===== config.mk =====
export PLATFORM = sky130hd
export DESIGN_NAME = wtvTracker
export DESIGN_NICKNAME = d
export VERILOG_FILES = /design/src/rtl/wtvPkg.sv /design/src/rtl/wtvTagStore.sv /design/src/rtl/wtvControl.sv /design/src/rtl/wtvTracker.sv
export SDC_FILE = /design/constraint.sdc
export NUM_CORES = 1
export LEC_CHECK = 0
export BUFFER_PORTS_ARGS = -buffer_cell sky130_fd_sc_hd__buf_4
export CORE_ASPECT_RATIO = 1.2
export CORE_UTILIZATION = 61
export CTS_CLUSTER_DIAMETER = 150
export DETAILED_ROUTE_END_ITERATION = 12
export GPL_ROUTABILITY_DRIVEN = 0
export PLACE_DENSITY = 0.77
export SETUP_SLACK_MARGIN = 0.02
export SKIP_CTS_REPAIR_TIMING = 1
export SYNTH_ARGS = -nofsm -noshare
export SYNTH_HDL_FRONTEND = slang
export SYNTH_SLANG_ARGS = --single-unit

===== constraint.sdc =====
create_clock -name clk -period 3.7 [get_ports clk]
set_input_delay 0.555 -clock clk [delete_from_list [all_inputs] [get_ports clk]]
set_output_delay 0.555 -clock clk [all_outputs]
set_load 0.01 [all_outputs]

===== src/rtl/wtvPkg.sv =====
`timescale 1ns/1ps
package wtvPkg;
  typedef enum logic [1:0] {ST_IDLE, ST_FILL, ST_WRITE} ctrlState_t;

  typedef struct packed {
    logic captureReq;   // latch request address for a bus command
    logic commitFill;   // fill acknowledged: write tag, set valid
  } ctrlStrobe_t;
endpackage


===== src/rtl/wtvTagStore.sv =====
`timescale 1ns/1ps
module wtvTagStore
  import wtvPkg::*;
#(
  parameter int ADDR_W   = 16,
  parameter int INDEX_W  = 4,
  parameter int OFFSET_W = 2
) (
  input  logic                     clk,
  input  logic                     rst,
  input  logic [ADDR_W-1:0]        reqAddr,
  input  logic                     reqWrite,
  input  ctrlStrobe_t              strobe,
  input  logic                     snoopValid,
  input  logic [ADDR_W-OFFSET_W-1:0] snoopLine,
  output logic                     lookupHit,
  output logic [ADDR_W-1:0]        cmdAddr
);
  localparam int TAG_W = ADDR_W - INDEX_W - OFFSET_W;
  localparam int LINES = 1 << INDEX_W;

  logic [LINES-1:0] validBits;
  logic [TAG_W-1:0] tagMem [LINES];

  logic [ADDR_W-1:0]  pendAddr;
  logic               pendWrite;

  logic [INDEX_W-1:0] reqIdx, pendIdx, snoopIdx;
  logic [TAG_W-1:0]   reqTag, pendTag, snoopTag;
  logic               snoopKill, fillBlocked;

  assign reqIdx   = reqAddr[OFFSET_W +: INDEX_W];
  assign reqTag   = reqAddr[ADDR_W-1 -: TAG_W];
  assign pendIdx  = pendAddr[OFFSET_W +: INDEX_W];
  assign pendTag  = pendAddr[ADDR_W-1 -: TAG_W];
  assign snoopIdx = snoopLine[INDEX_W-1:0];
  assign snoopTag = snoopLine[ADDR_W-OFFSET_W-1 -: TAG_W];

  assign lookupHit   = validBits[reqIdx] && (tagMem[reqIdx] == reqTag);
  assign snoopKill   = snoopValid && validBits[snoopIdx] && (tagMem[snoopIdx] == snoopTag);
  assign fillBlocked = snoopValid && (snoopIdx == pendIdx);

  assign cmdAddr = pendWrite ? pendAddr
                             : {pendAddr[ADDR_W-1:OFFSET_W], {OFFSET_W{1'b0}}};

  always_ff @(posedge clk) begin
    if (rst) begin
      pendAddr  <= '0;
      pendWrite <= 1'b0;
    end else if (strobe.captureReq) begin
      pendAddr  <= reqAddr;
      pendWrite <= reqWrite;
    end
  end

  always_ff @(posedge clk) begin
    if (rst) begin
      validBits <= '0;
    end else begin
      if (strobe.commitFill && !fillBlocked) validBits[pendIdx] <= 1'b1;
      if (snoopKill)                         validBits[snoopIdx] <= 1'b0;
    end
  end

  always_ff @(posedge clk) begin
    if (strobe.commitFill && !fillBlocked) tagMem[pendIdx] <= pendTag;
  end
endmodule


===== src/rtl/wtvControl.sv =====
`timescale 1ns/1ps
module wtvControl
  import wtvPkg::*;
(
  input  logic        clk,
  input  logic        rst,
  input  logic        cpuReqValid,
  input  logic        cpuReqWrite,
  input  logic        lookupHit,
  input  logic        busAck,
  output logic        cpuReqReady,
  output ctrlStrobe_t strobe,
  output logic        busFillStrobe,
  output logic        busWriteStrobe
);
  ctrlState_t state, stateNext;
  logic accept, needFill, needWrite;

  assign cpuReqReady = (state == ST_IDLE);
  assign accept      = cpuReqValid && cpuReqReady;
  assign needFill    = accept && !cpuReqWrite && !lookupHit;
  assign needWrite   = accept && cpuReqWrite;

  assign strobe.captureReq = needFill || needWrite;
  assign strobe.commitFill = (state == ST_FILL) && busAck;

  always_comb begin
    stateNext = state;
    case (state)
      ST_IDLE: begin
        if (needWrite)     stateNext = ST_WRITE;
        else if (needFill) stateNext = ST_FILL;
      end
      ST_FILL, ST_WRITE: if (busAck) stateNext = ST_IDLE;
      default:           stateNext = ST_IDLE;
    endcase
  end

  always_ff @(posedge clk) begin
    if (rst) begin
      state          <= ST_IDLE;
      busFillStrobe  <= 1'b0;
      busWriteStrobe <= 1'b0;
    end else begin
      state          <= stateNext;
      busFillStrobe  <= needFill;
      busWriteStrobe <= needWrite;
    end
  end
endmodule


===== src/rtl/wtvTracker.sv =====
`timescale 1ns/1ps
module wtvTracker
  import wtvPkg::*;
#(
  parameter int ADDR_W   = 16,
  parameter int INDEX_W  = 4,
  parameter int OFFSET_W = 2
) (
  input  logic                       clk,
  input  logic                       rst,
  input  logic                       cpuReqValid,
  input  logic                       cpuReqWrite,
  input  logic [ADDR_W-1:0]          cpuReqAddr,
  output logic                       cpuReqReady,
  output logic                       cpuHit,
  output logic                       busFillStrobe,
  output logic                       busWriteStrobe,
  output logic [ADDR_W-1:0]          busCmdAddr,
  input  logic                       busAck,
  input  logic                       snoopValid,
  input  logic [ADDR_W-OFFSET_W-1:0] snoopLine
);
  ctrlStrobe_t strobe;
  logic        lookupHit;

  wtvControl uCtrl (
    .clk(clk), .rst(rst),
    .cpuReqValid(cpuReqValid), .cpuReqWrite(cpuReqWrite),
    .lookupHit(lookupHit), .busAck(busAck),
    .cpuReqReady(cpuReqReady), .strobe(strobe),
    .busFillStrobe(busFillStrobe), .busWriteStrobe(busWriteStrobe)
  );

  wtvTagStore #(.ADDR_W(ADDR_W), .INDEX_W(INDEX_W), .OFFSET_W(OFFSET_W)) uStore (
    .clk(clk), .rst(rst),
    .reqAddr(cpuReqAddr), .reqWrite(cpuReqWrite), .strobe(strobe),
    .snoopValid(snoopValid), .snoopLine(snoopLine),
    .lookupHit(lookupHit), .cmdAddr(busCmdAddr)
  );

  assign cpuHit = cpuReqValid && cpuReqReady && lookupHit;
endmodule


# ---- After elaboration in Yosys (flattened, before gate mapping)
# Memory sizes are Yosys's and may differ from the RTL's.
# Index checks and enable logic that the tools add are counted.
dict set report op_classes {
  muxes 18
  bitwise_logic 3
  n_reduce_logical 20
  eq_ne 7
  magnitude_cmp 5
}
# op n
set op_table {}
lappend op_table {{2-to-1 mux 16 bit} 3}
lappend op_table {{== test 10 bit} 2}
lappend op_table {{AND 16 bit} 1}
lappend op_table {{inverter 16 bit} 1}
lappend op_table {{OR 16 bit} 1}
lappend op_table {{< comparator 4 x 5 -> 1 bit, second input constant} 3}
lappend op_table {{logical AND 1 bit} 13}
lappend op_table {{binary-select mux 1 bit (select 4 bit)} 2}
lappend op_table {{demux 1 bit (select 4 bit)} 2}
lappend op_table {{>= comparator 4 x 1 -> 1 bit, second input constant} 2}
lappend op_table {{2-to-1 mux 2 bit} 4}
lappend op_table {{2-to-1 mux 1 bit} 6}
lappend op_table {{== test 4 bit} 1}
lappend op_table {{case mux 2 bit (2 select lines)} 1}
lappend op_table {{logical NOT 1 bit} 3}
lappend op_table {{inequality test 3 bit, second input constant} 1}
lappend op_table {{== test 2 x 1 -> 1 bit, second input constant} 1}
lappend op_table {{== test 2 bit, second input constant} 1}
lappend op_table {{logical NOT 2 bit} 1}
lappend op_table {{inequality test 2 bit, second input constant} 1}
lappend op_table {{AND reduction 2 bit} 1}
lappend op_table {{OR reduction 2 bit} 1}
lappend op_table {{logical OR 1 bit} 1}
dict set report word_totals {
  mem_count 1
  ramBits 160
  inputBits 36
  word_cells 60
  regBits 37
}
# name depth width read_ports rd_ports_with_merged_regs wr line
set mem_list {}
lappend mem_list {uStore.tagMem 16 10 2 0 1 wtvTagStore.sv:23} ;# logic [TAG_W-1:0] tagMem [LINES];

# ---- Depth between registers and ports, before layout
# Gate-level depths: netlist of the first run.
dict set report depth {
  depth_word 9
  depth_mapped 13
  ltp_nobuf 8
}

# ---- Modules after synthesis
# A second synthesis of the first run with hierarchy kept.
dict set report unflattened {
  hier_cells 585
  hier_area_um2 9614.2
}
# module cells_each area_per_inst_um2 n_inst
set modules_own_cells {}
lappend modules_own_cells {wtvTagStore 560 9395.3 1}
lappend modules_own_cells {wtvControl 24 212.7 1}
lappend modules_own_cells {wtvTracker 1 6.3 1}

# ---- Worst setup path after synthesis of the first run
# Ideal clock, no wire load.
dict set report synth_timing {
  path_kind {input to output}
  from {in cpuReqAddr[2]}
  to {out cpuHit}
  path_stages 9
  path_slack_ns 0.322
  t_arrival_ns 2.823
  cell_sequence {buf_6 buf_12 buf_2 mux4_2 xor2_1 a221oi_1 nor2_1 or4_1 nor2_1}
}
dict set report synth_between {
  elab_chain_cells 4
}
# item line
set synth_lines {}
lappend synth_lines {{start: declaration} wtvTracker.sv:13} ;# input logic [ADDR_W-1:0] cpuReqAddr,
lappend synth_lines {{memory read (16 x 10 bit) or binary-select mux 1 bit (select 4 bit) (tied branches)} --}
lappend synth_lines {{== test 10 bit or 2-to-1 mux 1 bit (tied branches)} wtvTagStore.sv:39} ;# assign lookupHit = validBits[reqIdx] && (tagMem[reqIdx] == reqTag);
lappend synth_lines {{logical AND 1 bit (*)} wtvTagStore.sv:39}
lappend synth_lines {{logical AND 1 bit (*)} wtvTracker.sv:41} ;# assign cpuHit = cpuReqValid && cpuReqReady && lookupHit;
lappend synth_lines {{end: declaration} wtvTracker.sv:15} ;# output logic cpuHit,
# Every way passes the cells marked *; elsewhere a longest branch is shown, timed or not. The select of a mux whose other input is x is not followed.

# ---- Worst setup path after layout of the first run
dict set report layout_timing {
  from {in cpuReqAddr[4]}
  to {out cpuHit}
}
# Same word-level chain as after synthesis.

==> out/results.ini, run 1 <==
[drt]
drt_first_pass_iters=5
antenna_viol_nets_final=0
drc=0
via_per_inst=6.98
vias=6461
route.final.wire_length_um=26400
detail_route.iter0.violations=818
dr_wl_cell_um=28.5

[finish]
final_net_count=743
most_common_cell_after_layout_fill_and_taps_aside=sky130_fd_sc_hd__edfxtp_1
fillCellCount=947
area_growth_syn_to_layout_pct=14.9
final-instance-count-excl-fill=926
post_route_cells_drive_above_1_share=0.338
layout.area.seq_sq_um=5550
n_antenna_cell=0
multi_input_area_sq_um=4000
final_cell_mix=sky130_fd_sc_hd__edfxtp_1, sky130_fd_sc_hd__buf_4, sky130_fd_sc_hd__mux4_2
final_core_utilization=0.722

[sta]
final.setup.tns_ns=0
period_needed_ns=3.60
maxSlewViolCount=0
finalSetupViolations=0
clock_skews_ns=0.00789
hold_viol=0
min_period_over_period=0.972
relSlewSlack=0.579
timing.fmax_mhz=278
worst_slew_pin_slew_ns=0.631

[pwr]
power.switching_mw=1.18
p_sw_frac=0.245
share_clk_of_total_power=0.374
p_leak_nw=4.04
seq_power_share=0.516
p_int_mw=3.65
pwr-share-comb=0.110
power.density_nw_per_um2=426
vdd.ir_drop.worst_uv=353

[placement]
placement.io_buffers=55
dpl.cell_count=889
post_detail_place_hpwl_um=17400

[synthesis]
synth_enable_flop_cells=160
netlist_top_cells_area=sky130_fd_sc_hd__edfxtp_1, sky130_fd_sc_hd__mux4_2, sky130_fd_sc_hd__dfxtp_1, sky130_fd_sc_hd__mux2i_1, sky130_fd_sc_hd__nand2b_1
synth-seq-cells=197
synthDistinctLibCells=52
synth-warning-count=0
synthFlopType=sky130_fd_sc_hd__edfxtp_1
synthArstFlopShare=0
synth.largest_area_cell=sky130_fd_sc_hd__edfxtp_1
yosys.area.top_type_share=0.487
syn_nets=665
synthesized_area_per_cell_sq_um=15.7
synth.yosys.seq_area_share=0.562
netlist_area_sq_um=9870
postSynthCellCount=627

[clock_network]
cts_buffer_depth=2
cts_tree=built
cts.clk_slew.worst_paths_ns=0.07
cts-htree-levels=4
clock_insertion_delay_worst_skew_ns=0.44
tritoncts.num_buffers=17
cts_root_buf=sky130_fd_sc_hd__clkbuf_16
sink_count_of_the_clock_tree=197

[setup_path]
cp.buffers_inverters=4
timing.critical_path.to_type=output pin
cp.arrival_ns=3.04
ff2ff_setup_slack_ns=0.58
critPathMaxFanout=14
critical_path_cell_by_cell=buf_4, buf_4, buf_4, mux4_2, mux2i_1, mux2i_1, xnor2_1, nand4_1, or4_4, nor2_1, buf_4
path_common_cell=sky130_fd_sc_hd__buf_4
crit_path_max_delay_family=buffers and inverters
timing.critical_path.from_type=input port
critical-path-max-stage-delay_ns=0.46
crit_slowest_cell=sky130_fd_sc_hd__or4_4
required_ns=3.14
path_class=in2out

[hold_path]
hold_path_class=in2reg

[grt]
globalRoute.totalOverflow=0
first_global_vias=6440
grt_pass1_wl_um=39600
grtUsageTotal=0.334
antenna_found_initial=0
largest_net_degree_at_the_start_of_global_routing=56

[floorplanning]
initial_utilization=0.629
floorplan.die.width_um=118
die_outline_height_um=141
boundaryPins=56
rows=50
core_sq_um=15700
die_outline_area_sq_um=16700

[status]
run_status=finished clean

[job]
max-cap-violations=0

sequential cells by signal, summed over array words and instances (netlist names):
register              cells
uStore.tagMem           160
uStore.pendWrite          1
uStore.pendAddr          16
uCtrl.state               2
uCtrl.busWriteStrobe      1
uCtrl.busFillStrobe       1
uStore.validBits         16
per-layer routing:
metal / global-route usage / vias to the layer above / routed length [um]
li1: - / 2658 / -
met1: 0.415 / 3264 / 9400
met2: 0.552 / 431 / 13000
met3: 0.0808 / 108 / 2620
met4: 0.169 / 0 / 1360
met5: 0 / - / 0
cells by family (layout without fill, tap and decap cells):
| group | count (synthesis) | count (layout) | share of synthesized area |
|---|---|---|---|
| AO/OA/AOI/OAI | 58 | 58 | 0.0444 |
| XOR/XNOR | 21 | 21 | 0.0194 |
| adder cells (fa/ha/maj) | 2 | 2 | 0.00253 |
| buffers and inverters | 59 | 150 | 0.0371 |
| flip-flops | 197 | 197 | 0.562 |
| multiplexers | 138 | 138 | 0.249 |
| AND/OR/NAND/NOR | 152 | 152 | 0.0855 |
synth_stat cells, drive strengths merged, types with 5 or more instances:
cell type    n
mux4        83
nand2       16
a211oi      16
inv          5
a21oi        5
nand4        6
edfxtp     160
a22oi       12
nor3         7
dfxtp       37
or3          5
mux2i       48
nand3       11
buf         36
nor4         5
and2         5
nor2        36
mux2         7
nor2b       10
xor2         8
nand2b      39
xnor2       13
clkbuf      18
stage by stage:
| stage | hold WS (ns) | area (sq um) | power, mW | setup WS, ns |
|---|---|---|---|---|
| finish | 0.319 | 11300 | 4.83 | 0.104 |
| floorplan | 0.443 | 9870 | 2.87 | 0.322 |
| global placement | 0.458 | 10700 | 3.04 | 0.0494 |
| CTS | 0.312 | 11300 | 4.83 | -0.0272 |
| detailed placement | 0.470 | 10700 | 3.06 | -0.0172 |
| global route | 0.319 | 11300 | 4.95 | -0.0232 |
power by group through the flow:
stage	Clock, mW	Combinational, mW	Sequential, mW
floorplan	0	0.352	2.52
detailed placement	0	0.513	2.54
CTS	1.82	0.516	2.49
finish	1.81	0.529	2.49
global route	1.89	0.559	2.50
global placement	0	0.500	2.54
layout make-up:
type / instances / area share
clock inverters: 15 / 0.0126
flip-flops and latches: 197 / 0.489
multi-input cells: 371 / 0.352
clock buffers: 17 / 0.0375
inverters: 5 / 0.00165
well taps: 208 / 0.0229
repair buffers: 113 / 0.0840
final timing paths:
check	from	to	depth (start not counted)
worst max-delay path	cpuReqAddr[4]	cpuHit	11
worst min-delay path	cpuReqWrite	uCtrl.busFillStrobe	2
worst max register to register	uStore.tagMem[15][7]	uStore.validBits[1]	9
worst min register to register	uStore.pendAddr[0]	uStore.pendAddr[0]	2
Power figures use the tool's default switching activity.
==> run 2, diff against run 1 <==
--- a/config.mk
+++ b/config.mk
@@ -11,6 +11,7 @@
 export CTS_CLUSTER_DIAMETER = 150
 export DETAILED_ROUTE_END_ITERATION = 12
 export GPL_ROUTABILITY_DRIVEN = 0
+export MAX_ROUTING_LAYER = met4
 export PLACE_DENSITY = 0.77
 export SETUP_SLACK_MARGIN = 0.02
 export SKIP_CTS_REPAIR_TIMING = 1
==> run 2 against run 1 <==
Power barely moved. Clock skew increased by 0.00089 ns. Sequential power about the same. Flip-flop and latch count unchanged. Register-to-register slack improved by 0.03 ns. Wire length up 0.11%. Critical path depth fell by 4. Design area about the same. Critical endpoint unchanged. Sequential share of layout area barely moved.
==> out/results.ini, run 2 (synthesized netlist as in run 1, its figures left out) <==
[status]
run_status=finished clean

[sta]
timing.fmax_mhz=280  ; +0.54%
period_needed_ns=3.58  ; -0.0192 ns
hold_viol=0  ; unchanged
clock_skews_ns=0.00878  ; +0.000892 ns
relSlewSlack=0.561  ; -0.0182
worst_slew_pin_slew_ns=0.658  ; +0.0272 ns
worst_slack_ns=0.124  ; +0.0192 ns
maxSlewViolCount=0  ; unchanged
finalSetupViolations=0  ; unchanged
min_period_over_period=0.967  ; -0.00519

[grt]
grtUsageTotal=0.345  ; +0.0105
first_global_vias=6437  ; -0.047%
antenna_found_initial=0  ; unchanged
largest_net_degree_at_the_start_of_global_routing=56  ; unchanged
globalRoute.totalOverflow=0  ; unchanged
grt_pass1_wl_um=39500  ; about the same

[setup_path]
timing.critical_path.from_type=flop
path_class=reg2out
crit_slowest_cell=sky130_fd_sc_hd__mux4_1
cp.arrival_ns=3.02  ; -0.02 ns
required_ns=3.14  ; about the same
timing.rr.start=uStore.tagMem[14][7]
critical-path-max-stage-delay_ns=0.51  ; +0.05 ns
ff2ff_setup_slack_ns=0.61  ; +0.03 ns
worst_flop_to_flop_path_endpoint=uStore.validBits[1]
critical_path_cell_by_cell=mux4_1, mux4_2, xnor2_1, nand4_1, or4_4, nor2_1, buf_4
critPathMaxFanout=2  ; -12
rr_worst_depth=9  ; unchanged
timing.critical_path.to_type=output pin

[job]
max-cap-violations=0  ; unchanged

[floorplanning]
die_outline_height_um=141  ; unchanged
boundaryPins=56  ; unchanged
floorplan.die.width_um=118  ; unchanged
die_outline_area_sq_um=16700  ; unchanged
core_sq_um=15700  ; unchanged
rows=50  ; unchanged
initial_utilization=0.629  ; unchanged

[hold_path]
hold_start=cpuReqWrite
hold_path_class=in2reg
holdPathStages=2  ; unchanged
worst_hold_path_ep=uCtrl.busFillStrobe

[placement]
placement.io_buffers=55  ; unchanged
dpl.cell_count=889  ; unchanged
post_detail_place_hpwl_um=17400  ; unchanged
preCtsSetupSlack_ns=-0.0172  ; unchanged

[pwr]
share_clk_of_total_power=0.374  ; about the same
seq_power_share=0.516  ; about the same
pwr-share-comb=0.109  ; about the same
p_int_mw=3.65  ; about the same
vdd.ir_drop.worst_uv=353  ; about the same
power.switching_mw=1.18  ; about the same
power.density_nw_per_um2=426  ; about the same
p_leak_nw=4.04  ; -0.12%
p_sw_frac=0.245  ; about the same

[clock_network]
tritoncts.num_buffers=17  ; unchanged
cts_buffer_depth=2  ; unchanged
cts.clk_slew.worst_paths_ns=0.07  ; about the same
sink_count_of_the_clock_tree=197  ; unchanged
clock_insertion_delay_worst_skew_ns=0.44  ; about the same
cts-htree-levels=4  ; unchanged
cts_tree=built
cts_root_buf=sky130_fd_sc_hd__clkbuf_16

[finish]
final_cell_mix=sky130_fd_sc_hd__edfxtp_1, sky130_fd_sc_hd__buf_4, sky130_fd_sc_hd__mux4_2
multi_input_area_sq_um=4000  ; unchanged
area_growth_syn_to_layout_pct=14.8  ; about the same
biggest_regs=uStore.tagMem: 160 flops, uStore.pendAddr: 16 flops, uStore.validBits: 16 flops
layout.area.seq_sq_um=5550  ; unchanged
most_common_cell_after_layout_fill_and_taps_aside=sky130_fd_sc_hd__edfxtp_1
final_net_count=742  ; -0.13%
final-instance-count-excl-fill=925  ; -0.11%
post_route_cells_drive_above_1_share=0.338  ; -0.000923
top_register=uStore.tagMem
n_antenna_cell=0  ; unchanged
fillCellCount=947  ; unchanged
largest_register_ff_count=160  ; unchanged

[drt]
drt_first_pass_iters=5  ; unchanged
dr_wl_cell_um=28.5  ; +0.22%
detail_route.iter0.violations=858  ; +4.9%
antenna_viol_nets_final=0  ; unchanged
route.final.wire_length_um=26400  ; +0.11%
via_per_inst=6.94  ; -0.48%
vias=6423  ; -0.59%
drc=0  ; unchanged

[run 2: power groups by stage]
stage	clock network [mW]	logic, mW	registers, mW
floorplan	0	0.352	2.52
global placement	0	0.500	2.54
detailed placement	0	0.513	2.54
CTS	1.82	0.516	2.49
global route	1.88	0.558	2.50
finish	1.81	0.528	2.49
[run 2: worst max-delay path by stage]
| stage | startpoint | cells after the start | slack (ns) | to |
|---|---|---|---|---|
| 2_1_floorplan | cpuReqAddr[2] | 9 | 0.32 | cpuHit |
| 5_1_grt | cpuReqAddr[2] | 10 | -0.007 | cpuHit |
| 3_5_place_dp | cpuReqAddr[2] | 10 | -0.02 | cpuHit |
| 3_3_place_gp | cpuReqAddr[2] | 9 | 0.05 | cpuHit |
| 6_report | uStore.tagMem[14][5] | 7 | 0.12 | cpuHit |
| 4_1_cts | cpuReqAddr[2] | 10 | -0.03 | cpuHit |
[run 2: worst max-delay path, delay by kind of cell (launching register included)]
family | cells | cell delay (ns)
buffers and inverters | 1 | 0.13
and+or+nand+nor | 3 | 0.76
muxes | 2 | 1.01
xor gates and xnor gates | 1 | 0.25
DFF | 1 | 0.44
[run 2: through the flow]
step,instance area (sq um),setup TNS (ns),power (mW),hold slack (ns),util
after floorplan,9870,0,2.87,0.443,-
after global placement,10700,0,3.04,0.458,0.681
after detailed placement,10700,-0.0172,3.06,0.470,0.681
after CTS,11300,-0.0272,4.83,0.312,0.717
after global routing,11300,-0.00734,4.94,0.321,0.722
final,11300,0,4.83,0.315,0.722
[run 2: cell type report]
type,count,share of cell area
flip-flops and latches,197,0.489
multi-input cells,371,0.353
repair buffers,112,0.0834
clock buffers,17,0.0375
well taps,208,0.0230
clock inverters,15,0.0126
inverters,5,0.00166
[run 2: per-layer routing]
layer,part of all wire,wire (um),vias to the layer above,track usage
met5,0,0,-,-
met4,0.049,1300,0,0.183
li1,-,-,2668,-
met3,0.10,2740,101,0.0756
met1,0.35,9250,3226,0.414
met2,0.50,13100,428,0.551
